<file path="src/rtl/mbrx_pkg.sv">
package mbrx_pkg;

  typedef enum logic [1:0] {
    RX_IDLE = 2'd0,
    RX_ADDR = 2'd1,
    RX_DATA = 2'd2
  } rxState_t;

  typedef struct packed {
    logic loadAddr;
    logic captureBeat;
  } rxStrobes_t;

endpackage

</file>
<file path="src/rtl/mbrx_ctrl.sv">
module mbrx_ctrl
  import mbrx_pkg::*;
#(
  parameter int MAX_BEATS    = 2,
  parameter int SETUP_CYCLES = 2
) (
  input  logic       busClk,
  input  logic       rstN,
  input  logic       csN,
  input  logic       advN,
  input  logic       weN,
  output rxStrobes_t strobes,
  output logic       holdViol
);

  localparam int LIMIT = MAX_BEATS + SETUP_CYCLES;
  localparam int CNT_W = $clog2(LIMIT + 2);
  localparam logic [CNT_W-1:0] CNT_SAT = CNT_W'(LIMIT + 1);
  localparam logic [CNT_W-1:0] CNT_LIM = CNT_W'(LIMIT);

  rxState_t         state, stateNext;
  logic [CNT_W-1:0] csCount, csCountNext;

  // Strobe decode for the datapath
  always_comb begin
    strobes.loadAddr    = !csN && !advN;
    strobes.captureBeat = !csN && advN && !weN && (state != RX_IDLE);
  end

  always_comb begin
    stateNext = state;
    if (csN)                      stateNext = RX_IDLE;
    else if (strobes.loadAddr)    stateNext = RX_ADDR;
    else if (strobes.captureBeat) stateNext = RX_DATA;
  end

  // Saturating count of consecutive chip-select-low samples
  always_comb begin
    if (csN)                    csCountNext = '0;
    else if (csCount == CNT_SAT) csCountNext = csCount;
    else                        csCountNext = csCount + 1'b1;
  end

  always_ff @(posedge busClk or negedge rstN) begin
    if (!rstN) begin
      state    <= RX_IDLE;
      csCount  <= '0;
      holdViol <= 1'b0;
    end else begin
      state    <= stateNext;
      csCount  <= csCountNext;
      holdViol <= csCountNext > CNT_LIM;
    end
  end

  AST_VIOL_CLEARS: assert property (@(posedge busClk) disable iff (!rstN)
    $past(csN) |-> !holdViol);

  AST_VIOL_NEEDS_CS: assert property (@(posedge busClk) disable iff (!rstN)
    holdViol |-> !$past(csN));

  AST_NO_CAPTURE_IDLE: assert property (@(posedge busClk) disable iff (!rstN)
    $past(csN) && advN |-> !strobes.captureBeat);

endmodule

</file>
<file path="src/rtl/mbrx_datapath.sv">
module mbrx_datapath
  import mbrx_pkg::*;
#(
  parameter int DATA_W = 16,
  parameter int ADDR_W = 16
) (
  input  logic              busClk,
  input  logic              rstN,
  input  rxStrobes_t        strobes,
  input  logic [DATA_W-1:0] adBus,
  output logic              wrValid,
  output logic [ADDR_W-1:0] wrAddr,
  output logic [DATA_W-1:0] wrData
);

  logic [ADDR_W-1:0] curAddr;

  always_ff @(posedge busClk or negedge rstN) begin
    if (!rstN) begin
      curAddr <= '0;
      wrValid <= 1'b0;
      wrAddr  <= '0;
      wrData  <= '0;
    end else begin
      wrValid <= strobes.captureBeat;
      if (strobes.loadAddr) begin
        curAddr <= adBus[ADDR_W-1:0];
      end else if (strobes.captureBeat) begin
        curAddr <= curAddr + 1'b1;
        wrAddr  <= curAddr;
        wrData  <= adBus;
      end
    end
  end

  AST_ADDR_STEP: assert property (@(posedge busClk) disable iff (!rstN)
    wrValid && $past(wrValid) |-> wrAddr == $past(wrAddr) + 1'b1);

  AST_VALID_FROM_STROBE: assert property (@(posedge busClk) disable iff (!rstN)
    wrValid |-> $past(strobes.captureBeat));

endmodule

</file>
<file path="src/rtl/mux_burst_rx.sv">
module mux_burst_rx
  import mbrx_pkg::*;
#(
  parameter int DATA_W       = 16,
  parameter int ADDR_W       = 16,
  parameter int MAX_BEATS    = 2,
  parameter int SETUP_CYCLES = 2
) (
  input  logic              busClk,
  input  logic              rstN,
  input  logic              csN,
  input  logic              advN,
  input  logic              weN,
  input  logic [DATA_W-1:0] adBus,
  output logic              wrValid,
  output logic [ADDR_W-1:0] wrAddr,
  output logic [DATA_W-1:0] wrData,
  output logic              holdViol
);

  rxStrobes_t strobes;

  mbrx_ctrl #(
    .MAX_BEATS   (MAX_BEATS),
    .SETUP_CYCLES(SETUP_CYCLES)
  ) uCtrl (
    .busClk  (busClk),
    .rstN    (rstN),
    .csN     (csN),
    .advN    (advN),
    .weN     (weN),
    .strobes (strobes),
    .holdViol(holdViol)
  );

  mbrx_datapath #(
    .DATA_W(DATA_W),
    .ADDR_W(ADDR_W)
  ) uData (
    .busClk (busClk),
    .rstN   (rstN),
    .strobes(strobes),
    .adBus  (adBus),
    .wrValid(wrValid),
    .wrAddr (wrAddr),
    .wrData (wrData)
  );

  AST_WRITE_NEEDS_WE: assert property (@(posedge busClk) disable iff (!rstN)
    wrValid |-> $past(!csN && advN && !weN));

  AST_IDLE_NO_WRITE: assert property (@(posedge busClk) disable iff (!rstN)
    $past(csN) |-> !wrValid);

endmodule

</file>
<file path="config.mk">
export PLATFORM = sky130hd
export DESIGN_NAME = mux_burst_rx
export DESIGN_NICKNAME = d
export VERILOG_FILES = /design/src/rtl/mbrx_pkg.sv /design/src/rtl/mbrx_ctrl.sv /design/src/rtl/mbrx_datapath.sv /design/src/rtl/mux_burst_rx.sv
export SDC_FILE = /design/constraint.sdc
export NUM_CORES = 1
export LEC_CHECK = 0
export ABC_AREA = 0
export BUFFER_PORTS_ARGS = -buffer_cell sky130_fd_sc_hd__buf_4
export CAP_MARGIN = 10
export CORE_AREA = 5 5 81 83
export DETAILED_ROUTE_END_ITERATION = 10
export DIE_AREA = 0 0 86 88
export PLACE_DENSITY = 0.66
export RECOVER_POWER = 100
export SLEW_MARGIN = 20
export SYNTH_ARGS = -nofsm -noshare
export SYNTH_HDL_FRONTEND = slang
export SYNTH_SLANG_ARGS = --single-unit
</file>
<file path="constraint.sdc">
create_clock -name busClk -period 2.6 [get_ports busClk]
set_input_delay 0.13 -clock busClk [delete_from_list [all_inputs] [get_ports busClk]]
set_output_delay 0.13 -clock busClk [all_outputs]
set_load 0.05 [all_outputs]
</file>
==> results of run 1 <==
## placed cells by master, fill, tap and decap left out, types with 2 or more instances in the layout
cell type,count
clkinv_2,3
nand2_1,104
inv_1,6
nor3b_1,2
nor4_1,7
nand3_1,7
o21ai_0,12
clkbuf_1,36
a31o_2,2
dfrtp_1,55
buf_4,21
mux2i_1,2
o211ai_1,4
nor2_1,9
ha_1,3
a221o_1,7
xnor2_1,2
nand4_1,4
nor3_1,5
and3_1,3
a21o_1,2
clkbuf_8,5
## registers in the layout, indices dropped and copies added, names as in the netlist
| register | count |
|---|---|
| uCtrl.holdViol | 1 |
| uCtrl.csCount | 3 |
| uData.wrData | 16 |
| uData.wrValid | 1 |
| uData.curAddr | 16 |
| uCtrl.state | 2 |
| uData.wrAddr | 16 |
## cells by family after synthesis
group / Yosys count / share of synthesized area
adder cells (fa/ha/maj): 3 / 0.01518
flip-flops: 55 / 0.5564
XOR/XNOR: 2 / 0.007083
buffers and inverters: 21 / 0.04451
AND/OR/NAND/NOR: 146 / 0.2585
multiplexers: 2 / 0.008093
AO/OA/AOI/OAI: 37 / 0.1103
## worst max-delay path, stage by stage (launching register included)
cell      delay, ps
dfrtp_1         490
nand2_1         120
nor4_1          970
and3_1          290
o221ai_1        130
## power groups by stage
stage          Sequential (uW)  Combinational (uW)  Clock, uW
6_report                  1130                 786        462
5_1_grt                   1160                 855        517
4_1_cts                   1140                 909        477
3_5_place_dp              1150                 906          0
3_3_place_gp              1150                 895          0
2_1_floorplan             1550                 194          0
## timing repair
item | CTS | global route
setup endpoints to repair | 0 | 0
gates resized for setup | 0 | 0
buffers inserted | 0 | 0
hold buffers | 1 | 0
hold endpoints to repair | 55 | 0
## per-stage QoR
step                      power [uW]  cell area, sq um  instances  hold WS, ps
after floorplan                 1747              2474        266       -165.6
after global placement          2042              2919        385        224.5
after detailed placement        2057              2919        385        221.0
after CTS                       2521              3013        394        12.03
after global routing            2527              2860        394        9.160
final                           2378              2860        394        18.78
## per-layer routing
metal | share of wire | vias up | global-route usage | wire (microns)
met4 | 0.019 | 0 | 0.05468 | 107
met1 | 0.46 | 924 | 0.2106 | 2577
li1 | - | 998 | - | -
met2 | 0.46 | 52 | 0.2614 | 2536
met3 | 0.059 | 11 | 0.03951 | 326
met5 | 0 | - | 0 | 0
## path summary, 6_finish.rpt
check | to | slack [ps] | startpoint
setup / recovery | uData.curAddr[11] | 470 | uData.curAddr[2]
hold / removal | uData.wrData[11] | 20 | adBus[11]
setup reg to reg | uData.curAddr[11] | 470 | uData.curAddr[2]
hold reg to reg | uData.wrData[7] | 480 | uData.wrData[7]
max in group asynchronous | uData.wrAddr[0] | 1160 | rstN
min in group asynchronous | uData.wrData[11] | 640 | rstN
## final cells by class
| cell class | count | area (sq um) | area share |
|---|---|---|---|
| clock buffers | 5 | 68.82 | 0.02406 |
| clock inverters | 3 | 15.01 | 0.005249 |
| inverters | 7 | 26.28 | 0.009186 |
| multi-input cells | 190 | 972.2 | 0.3399 |
| flip-flops and latches | 55 | 1376 | 0.4812 |
| well taps | 75 | 93.84 | 0.03281 |
| repair buffers | 59 | 307.8 | 0.1076 |
==> results.md, run 1 <==
* Setup Viol. Count Final at 0
* Routed vias at about 2000
* Antenna diodes at 0
* Unique masters post-synth at 39
* Status: finished, final reports clean
* HPWL Detailed at 3862 microns
* Max-cap violations at 0
* Core footprint at 5781 sq um
* Sequential element share of the synthesized area at 0.5564
* Bufs on Longest Clock Path at 2
* Post-layout util at 0.4948
* P_sw at 1016 uW
* CTS tree: yes
* Worst-path clk slew at ~100 ps
* Core Rows at 28
* Start-to-end type of the worst setup path: reg -> reg
* Final Skew at roughly 7.9 ps
* Final worst path period share at 0.8189
* DP Worst Slack at 602.6 ps
* Lkg Pwr at around 0.0014 uW
* Worst-skew pair later-pin latency at 300 ps
* Startpoint types: flop
* Final Wtd Congestion at roughly 0.76
* Power share of the sequential group at 0.475
* GRT Total Usage at 0.1607
* Top cell type's share of synthesized area at 0.5564
* Remaining DRCs at 0
* Largest cells by area after synthesis: dfrtp_1 (56%), nand2_1 (16%), a221o_1 (2.8%), o21ai_0 (2.4%), ha_1 (1.5%)
* Final Slew Violations at 0
* R2R depth at 4
* Setup TNS at 0 ps
* Mapped Nets at a little under 300
* Nets@finish at ~340
* Comb pwr share at 0.330
* Crit path max fanout at 8
* DR WL/cell at around 14 microns
* Type of element capturing the critical path: flop
* Vias in the first global route at between 2000 and 2500
* Initial Util at 0.4279
* Die H at 88 microns
* Hold Path Depth at 3
* Achievable Freq at 469.7 MHz
* CP arrival at 2310 ps
* Slew margin rel. at 0.1214
* Seq cells post-synth at between 50 and 60
* Die Area at ~7600 sq um
* Main synth FF type: dfrtp_1
* Global route overflow at 0
* Netlist Area Pre-Place at between 2000 and 2500 sq um
* Number of synthesized flops with an enable pin at 0
* CP Data Required Time at ~2800 ps
* Syn Inst Count at about 270
* Share of layout cells above drive strength 1 at 0.1129
* Final Hold Viols at 0
* Count leader, synth: nand2_1
* RSZ-0062 raised after global routing: false
* Vias per inst at between 5 and 6
* Cell-internal power at 1363 uW
* Power per cell area at roughly 830 nW/um^2
* IO Count at between 50 and 60
* Hold Crit Class: in -> reg
* TritonCTS Buffers at 5
* H-tree Lvls at 2
* Largest net degree at the start of global routing at between 50 and 60
* Layout Area Growth over Synthesis at 15.63%
* Yosys warns at 0
* Clock power frac at 0.194
* IO buf count at 54
* First-pass GRT wire length at 9777 microns
* Clock root cell: clkbuf_8
* Async SR Flop Fraction at 1.000
* Top cell type by total area after synthesis: dfrtp_1
* Sw frac at 0.4271
* Filler cell count at between 600 and 700
* Initial antenna violation count at 0
* Post-route ant nets at 0
* Slew @ Worst Pin at roughly 1300 ps
* Peak VDD IR at 0.3183 mV
* PnR worst setup slack at ~470 ps
* Post-synth top cells: nand2_1 (104), dfrtp_1 (55), o21ai_0 (12)
* DR iter-0 viols at between 100 and 150
* Drt total wl at approximately 5500 microns
* Die width at 86 microns
* Clock Sinks at between 50 and 60
* Syn Area/Cell at roughly 9.3 sq um
* Final Critical Period at ~2100 ps
* Drt first pass iters at 4
No activity file was read; power rests on OpenSTA's default activity.
==> run 2: changes to the inputs <==
==> constraint.sdc (replaced) <==
create_clock -name busClk -period 2.1 [get_ports busClk]
set_input_delay 0.105 -clock busClk [delete_from_list [all_inputs] [get_ports busClk]]
set_output_delay 0.105 -clock busClk [all_outputs]
set_load 0.05 [all_outputs]
==> results.md, run 2 (same netlist as run 1, synthesis figures left out) <==
* DR iter-0 viols at 97
* Die Area at 7568 sq um
* Met3 WL at ~340 microns
* Remaining DRCs at 0
* Max-cap violations at 0
* Final Critical Period at roughly 2000 ps
* Power per cell area at between 900 and 1000 nW/um^2
* Slew @ Worst Pin at about 1300 ps
* Clock root cell: clkbuf_8
* Die H at ~88 microns
* Post-route ant nets at 0
* H-tree Lvls at 2
* Peak per-stage delay on the critical path at ~530 ps
* Final Wtd Congestion at 0.7746
* Achievable Freq at 506.5 MHz
* Crit path max fanout at 15
* Core footprint at roughly 5800 sq um
* Share of layout cells above drive strength 1 at 0.1121
* CP cell instances: dlygate4sd3_1 -> buf_4 -> or3b_4 -> or2_0 -> clkbuf_1 -> o211ai_1 -> o311ai_1
* Final Slew Violations at 0
* Peak VDD IR at about 0.4 mV
* Nets@finish at 353
* Bufs on Longest Clock Path at 2
* Lkg Pwr at approximately 0.0014 uW
* CP arrival at approximately 2100 ps
* Vias per inst at 5.121
* Largest delay contributor family on the critical path: buffers and inverters
* Vias in the first global route at approximately 2100
* Largest net degree at the start of global routing at 56
* Initial antenna violation count at 0
* P_sw at 1240 uW
* DR WL/cell at between 10 and 15 microns
* Antenna diodes at 0
* Cell-internal power at about 1700 uW
* Routed vias at between 2000 and 2500
* Setup TNS at 0 ps
* Worst-path clk slew at ~90 ps
* Clock Sinks at 55
* GRT Total Usage at 0.1575
* Slew margin rel. at 0.1006
* Core Rows at 28
* CTS tree: yes
* Final worst path period share at 0.9402
* Clock power frac at 0.188
* Sw frac at 0.4204
* CP Data Required Time at 2270 ps
* Commonest non-fill, non-tap cell in the layout: nand2_1
* Final Skew at 10.76 ps
* Power share of the sequential group at 0.475
* Worst-skew pair later-pin latency at slightly above 300 ps
* First-pass GRT wire length at roughly 9600 microns
* Top routing layer used: met4
* M1 WL at between 2000 and 3000 microns
* PnR worst setup slack at 125.5 ps
* Most frequent cells in the layout: nand2_1 (104), dfrtp_1 (55), clkbuf_1 (37), buf_4 (22), o21ai_0 (12)
* Number of buffers and inverters on the critical path at 3
* Die width at roughly 86 microns
* Comb pwr share at 0.337
* Start-to-end type of the worst setup path: in -> reg
* Critical-path top delay cell: dlygate4sd3_1
* TritonCTS Buffers at 5
* RSZ-0062 raised after global routing: false
* Post-CTS Resized at 0
* Setup Viol. Count Final at 0
* Largest registers: uData.curAddr x16, uData.wrAddr x16, uData.wrData x16
* Drt first pass iters at 4
* Status: finished, final reports clean
* Reg-to-reg slack, setup at 420 ps
* Initial Util at 0.4279
* Global route overflow at 0
* HPWL Detailed at between 3000 and 4000 microns
* IO buf count at 54
* Final Hold Viols at 0
* Type of element capturing the critical path: flop
* Startpoint types: input pin
* Layout Area Growth over Synthesis at 21.14%
* Drt total wl at between 5000 and 6000 microns
* Met2 WL at approximately 2600 microns
* Hold Crit Class: in -> reg
* DP Worst Slack at 386.1 ps
* IO Count at 55
[run 2: cell count changes in the layout (fill, tap and decap cells not counted), sizes merged]
cell,before,now
dlygate4sd3,1,11
clkinv,4,2
clkbuf,42,43
buf,21,23
[run 2: worst register-to-register path, delay by kind of cell (launching register included)]
| kind | cells | cell delay (ps) |
|---|---|---|
| DFF | 1 | 430 |
| adders and majority gates | 1 | 220 |
| AOI/OAI and AO/OA | 2 | 330 |
| and+or+nand+nor | 2 | 640 |
[run 2: final cells by class]
type	instances	area, sq um
Clock inverter	1	5.005
Timing Repair Buffer	70	431.7
Inverter	7	26.28
Sequential cell	55	1376
Tap cell	75	93.84
Multi-Input combinational cell	190	987.2
Fill cell	600	2784
Clock buffer	7	76.32
[run 2: stage by stage]
step | cells | power, uW | instance area [sq um] | hold WS [ps] | util
final | 405 | 2949 | 2997 | 9.321 | 0.5184
after global routing | 405 | 3146 | 2997 | 11.42 | 0.5184
after CTS | 404 | 3134 | 3120 | 0.6262 | 0.5398
after detailed placement | 386 | 2552 | 2939 | 201.9 | 0.5084
after global placement | 386 | 2536 | 2939 | 194.9 | 0.5084
after floorplan | 266 | 2164 | 2474 | -190.6 | -
[run 2: metal layers]
| metal | vias up | global-route usage |
|---|---|---|
| met4 | 0 | 0.03453 |
| met1 | 988 | 0.2048 |
| met2 | 59 | 0.2670 |
| met5 | - | 0 |
| met3 | 4 | 0.03951 |
| li1 | 1023 | - |
[run 2: final timing paths]
path,from,end,cells after the start
min reg2reg,uData.wrData[11],uData.wrData[11],2
max in group asynchronous,rstN,uData.wrAddr[14],2
max,advN,uData.curAddr[3],7
max reg2reg,uData.curAddr[0],uData.curAddr[10],5
min in group asynchronous,rstN,uData.wrValid,2
min,adBus[8],uData.wrData[8],3
[run 2: repair_timing]
action                                 4_1_cts  5_1_grt
endpoints found under the hold margin       63        1
hold buffers                                10        1
buffers inserted                             0        0
[run 2: power groups by stage]
stage | registers, uW | logic (uW) | clock network (uW)
floorplan | 1920 | 240 | 0
global placement | 1420 | 1110 | 0
detailed placement | 1430 | 1120 | 0
CTS | 1410 | 1140 | 585
global route | 1440 | 1080 | 627
finish | 1400 | 995 | 554
==> run 3: changes to the inputs <==
--- a/config.mk
+++ b/config.mk
@@ -6,12 +6,15 @@
 export NUM_CORES = 1
 export LEC_CHECK = 0
 export ABC_AREA = 0
+export ABC_CLOCK_PERIOD_IN_PS = 2100
 export BUFFER_PORTS_ARGS = -buffer_cell sky130_fd_sc_hd__buf_4
 export CAP_MARGIN = 10
-export CORE_AREA = 5 5 81 83
+export CELL_PAD_IN_SITES_DETAIL_PLACEMENT = 0
+export CELL_PAD_IN_SITES_GLOBAL_PLACEMENT = 1
+export CORE_AREA = 5 5 85 87
 export DETAILED_ROUTE_END_ITERATION = 10
-export DIE_AREA = 0 0 86 88
-export PLACE_DENSITY = 0.66
+export DIE_AREA = 0 0 90 92
+export PLACE_DENSITY_LB_ADDON = 0.1
 export RECOVER_POWER = 100
 export SLEW_MARGIN = 20
 export SYNTH_ARGS = -nofsm -noshare
==> results.md, run 3 (same netlist as run 1, synthesis figures left out) <==
* Status: finished, final reports clean
* Hold Buf Count CTS at 12
* Critical-path top delay cell: dlygate4sd3_1
* Largest registers: uData.curAddr x16, uData.wrAddr x16, uData.wrData x16
* Filler cell count at ~660
* Type of element capturing the critical path: flop
* Die H at between 90 and 100 microns
* Initial antenna violation count at 0
* Bufs on Longest Clock Path at 2
* Final Hold Viols at 0
* Core footprint at between 6000 and 7000 sq um
* Peak per-stage delay on the critical path at around 530 ps
* Routed vias at ~2000
* Worst-path clk slew at ~100 ps
* Die width at 90 microns
* Post-CTS setup buffers at 0
* Global route overflow at 0
* H-tree Lvls at 2
* Largest net degree at the start of global routing at 56
* GRT Total Usage at 0.1430
* Crit path max fanout at 9
* Lkg Pwr at approximately 0.0014 uW
* Share of layout cells above drive strength 1 at 0.1148
* TritonCTS Buffers at 5
* Achievable Freq at between 500 and 600 MHz
* CP arrival at 2110 ps
* HPWL Detailed at 3876 microns
* Nets@finish at between 300 and 400
* Final Slew Violations at 0
* First-pass GRT wire length at 10010 microns
* Drt total wl at 5766 microns
* Final Power at approximately 3000 uW
* Setup TNS at 0 ps
* Remaining DRCs at 0
* Worst Setup SP: advN
* Hold Crit Class: in -> reg
* Setup Viol. Count Final at 0
* Post-CTS Resized at 0
* Clock Sinks at between 50 and 60
* Worst-skew pair later-pin latency at roughly 310 ps
* Slew margin rel. at 0.1050
* RSZ-0062 raised after global routing: false
* Final Skew at just over 9 ps
* Start-to-end type of the worst setup path: in -> reg
* Vias in the first global route at 2084
* Commonest non-fill, non-tap cell in the layout: nand2_1
* CP cell instances: dlygate4sd3_1 -> buf_4 -> or3b_4 -> or2_0 -> clkinv_1 -> clkbuf_1 -> xnor2_1 -> o21ai_0
* IO buf count at 54
* Max-cap violations at 0
* IO Count at 55
* Most frequent cells in the layout: nand2_1 (104), dfrtp_1 (55), clkbuf_1 (36), buf_4 (23)
* Core Rows at 29
* Slew @ Worst Pin at approximately 1300 ps
* Peak VDD IR at 0.4364 mV
* Post-layout util at 0.4790
* CP Data Required Time at 2290 ps
* Startpoint types: input pin
* Power per cell area at between 900 and 1000 nW/um^2
* CTS tree: yes
* Antenna diodes at 0
* Post-route ant nets at 0
* DR iter-0 viols at 71
* Clock root cell: clkbuf_8
* HP Start: adBus[12]
* Vias per inst at 4.975
* Placed Area at 2937 sq um
* R2R Path Start: uData.curAddr[0]
* Final Critical Period at around 1900 ps
* DR WL/cell at approximately 14 microns
* Drt first pass iters at 4
* Initial Util at 0.3941
* Layout Area Growth over Synthesis at 21.55%
* Post-route cell area at 3007 sq um
* Final worst path period share at 0.9163
* Final Wtd Congestion at around 0.74
* Die Area at 8280 sq um
run 3: cell count changes in the layout (fill, tap and decap cells not counted):
cell	before	now
buf_12	1	0
buf_4	22	23
clkbuf_1	37	36
o311ai_0	0	1
o311ai_1	1	0
clkbuf_8	5	6
dlygate4sd3_1	11	12
run 3: critical path: cells and delay by family:
family / cells / cell delay (ps)
compound gates: 1 / 90
buf+inv: 4 / 1070
xor+xnor: 1 / 170
simple gates: 2 / 670
run 3: metal layers:
metal,vias to the layer above,global-route usage,part of all wire
li1,1023,-,-
met1,962,0.1832,0.47
met2,41,0.2421,0.47
met3,4,0.03601,0.050
met4,0,0.03722,0.0073
met5,-,0,0
run 3: layout make-up:
type / instances / area [sq um] / area share
Inverter: 7 / 26.28 / 0.008739
Sequential cell: 55 / 1376 / 0.4578
Timing Repair Buffer: 72 / 432.9 / 0.1440
Clock buffer: 6 / 82.58 / 0.02747
Tap cell: 77 / 96.34 / 0.03204
Multi-Input combinational cell: 190 / 987.2 / 0.3283
Clock inverter: 1 / 5.005 / 0.001665
run 3: where the power goes:
group	total, uW	leakage, uW	switching (uW)	internal, uW
Combinational	994	0.000681	777	217
Sequential	1400	0.000701	141	1260
Clock	597	0.0000470	337	260
run 3: path summary, 6_finish.rpt:
| kind | end | slack [ps] | depth (start not counted) |
|---|---|---|---|
| worst max-delay path | uData.curAddr[0] | 180 | 8 |
| worst min-delay path | uData.wrData[12] | 5 | 3 |
| worst max register to register | uData.curAddr[14] | 420 | 5 |
| worst min register to register | uData.wrAddr[0] | 480 | 2 |
| max in group asynchronous | uData.curAddr[15] | 670 | 2 |
| min in group asynchronous | uData.wrValid | 630 | 2 |
run 3: stage by stage:
step	hold WS [ps]	setup slack, ps	cells
finish	5.485	175.8	408
detailed placement	205.7	388.8	389
global placement	211.2	386.5	389
CTS	0.2366	217.0	408
floorplan	-190.6	416.2	266
global route	11.05	82.03	408
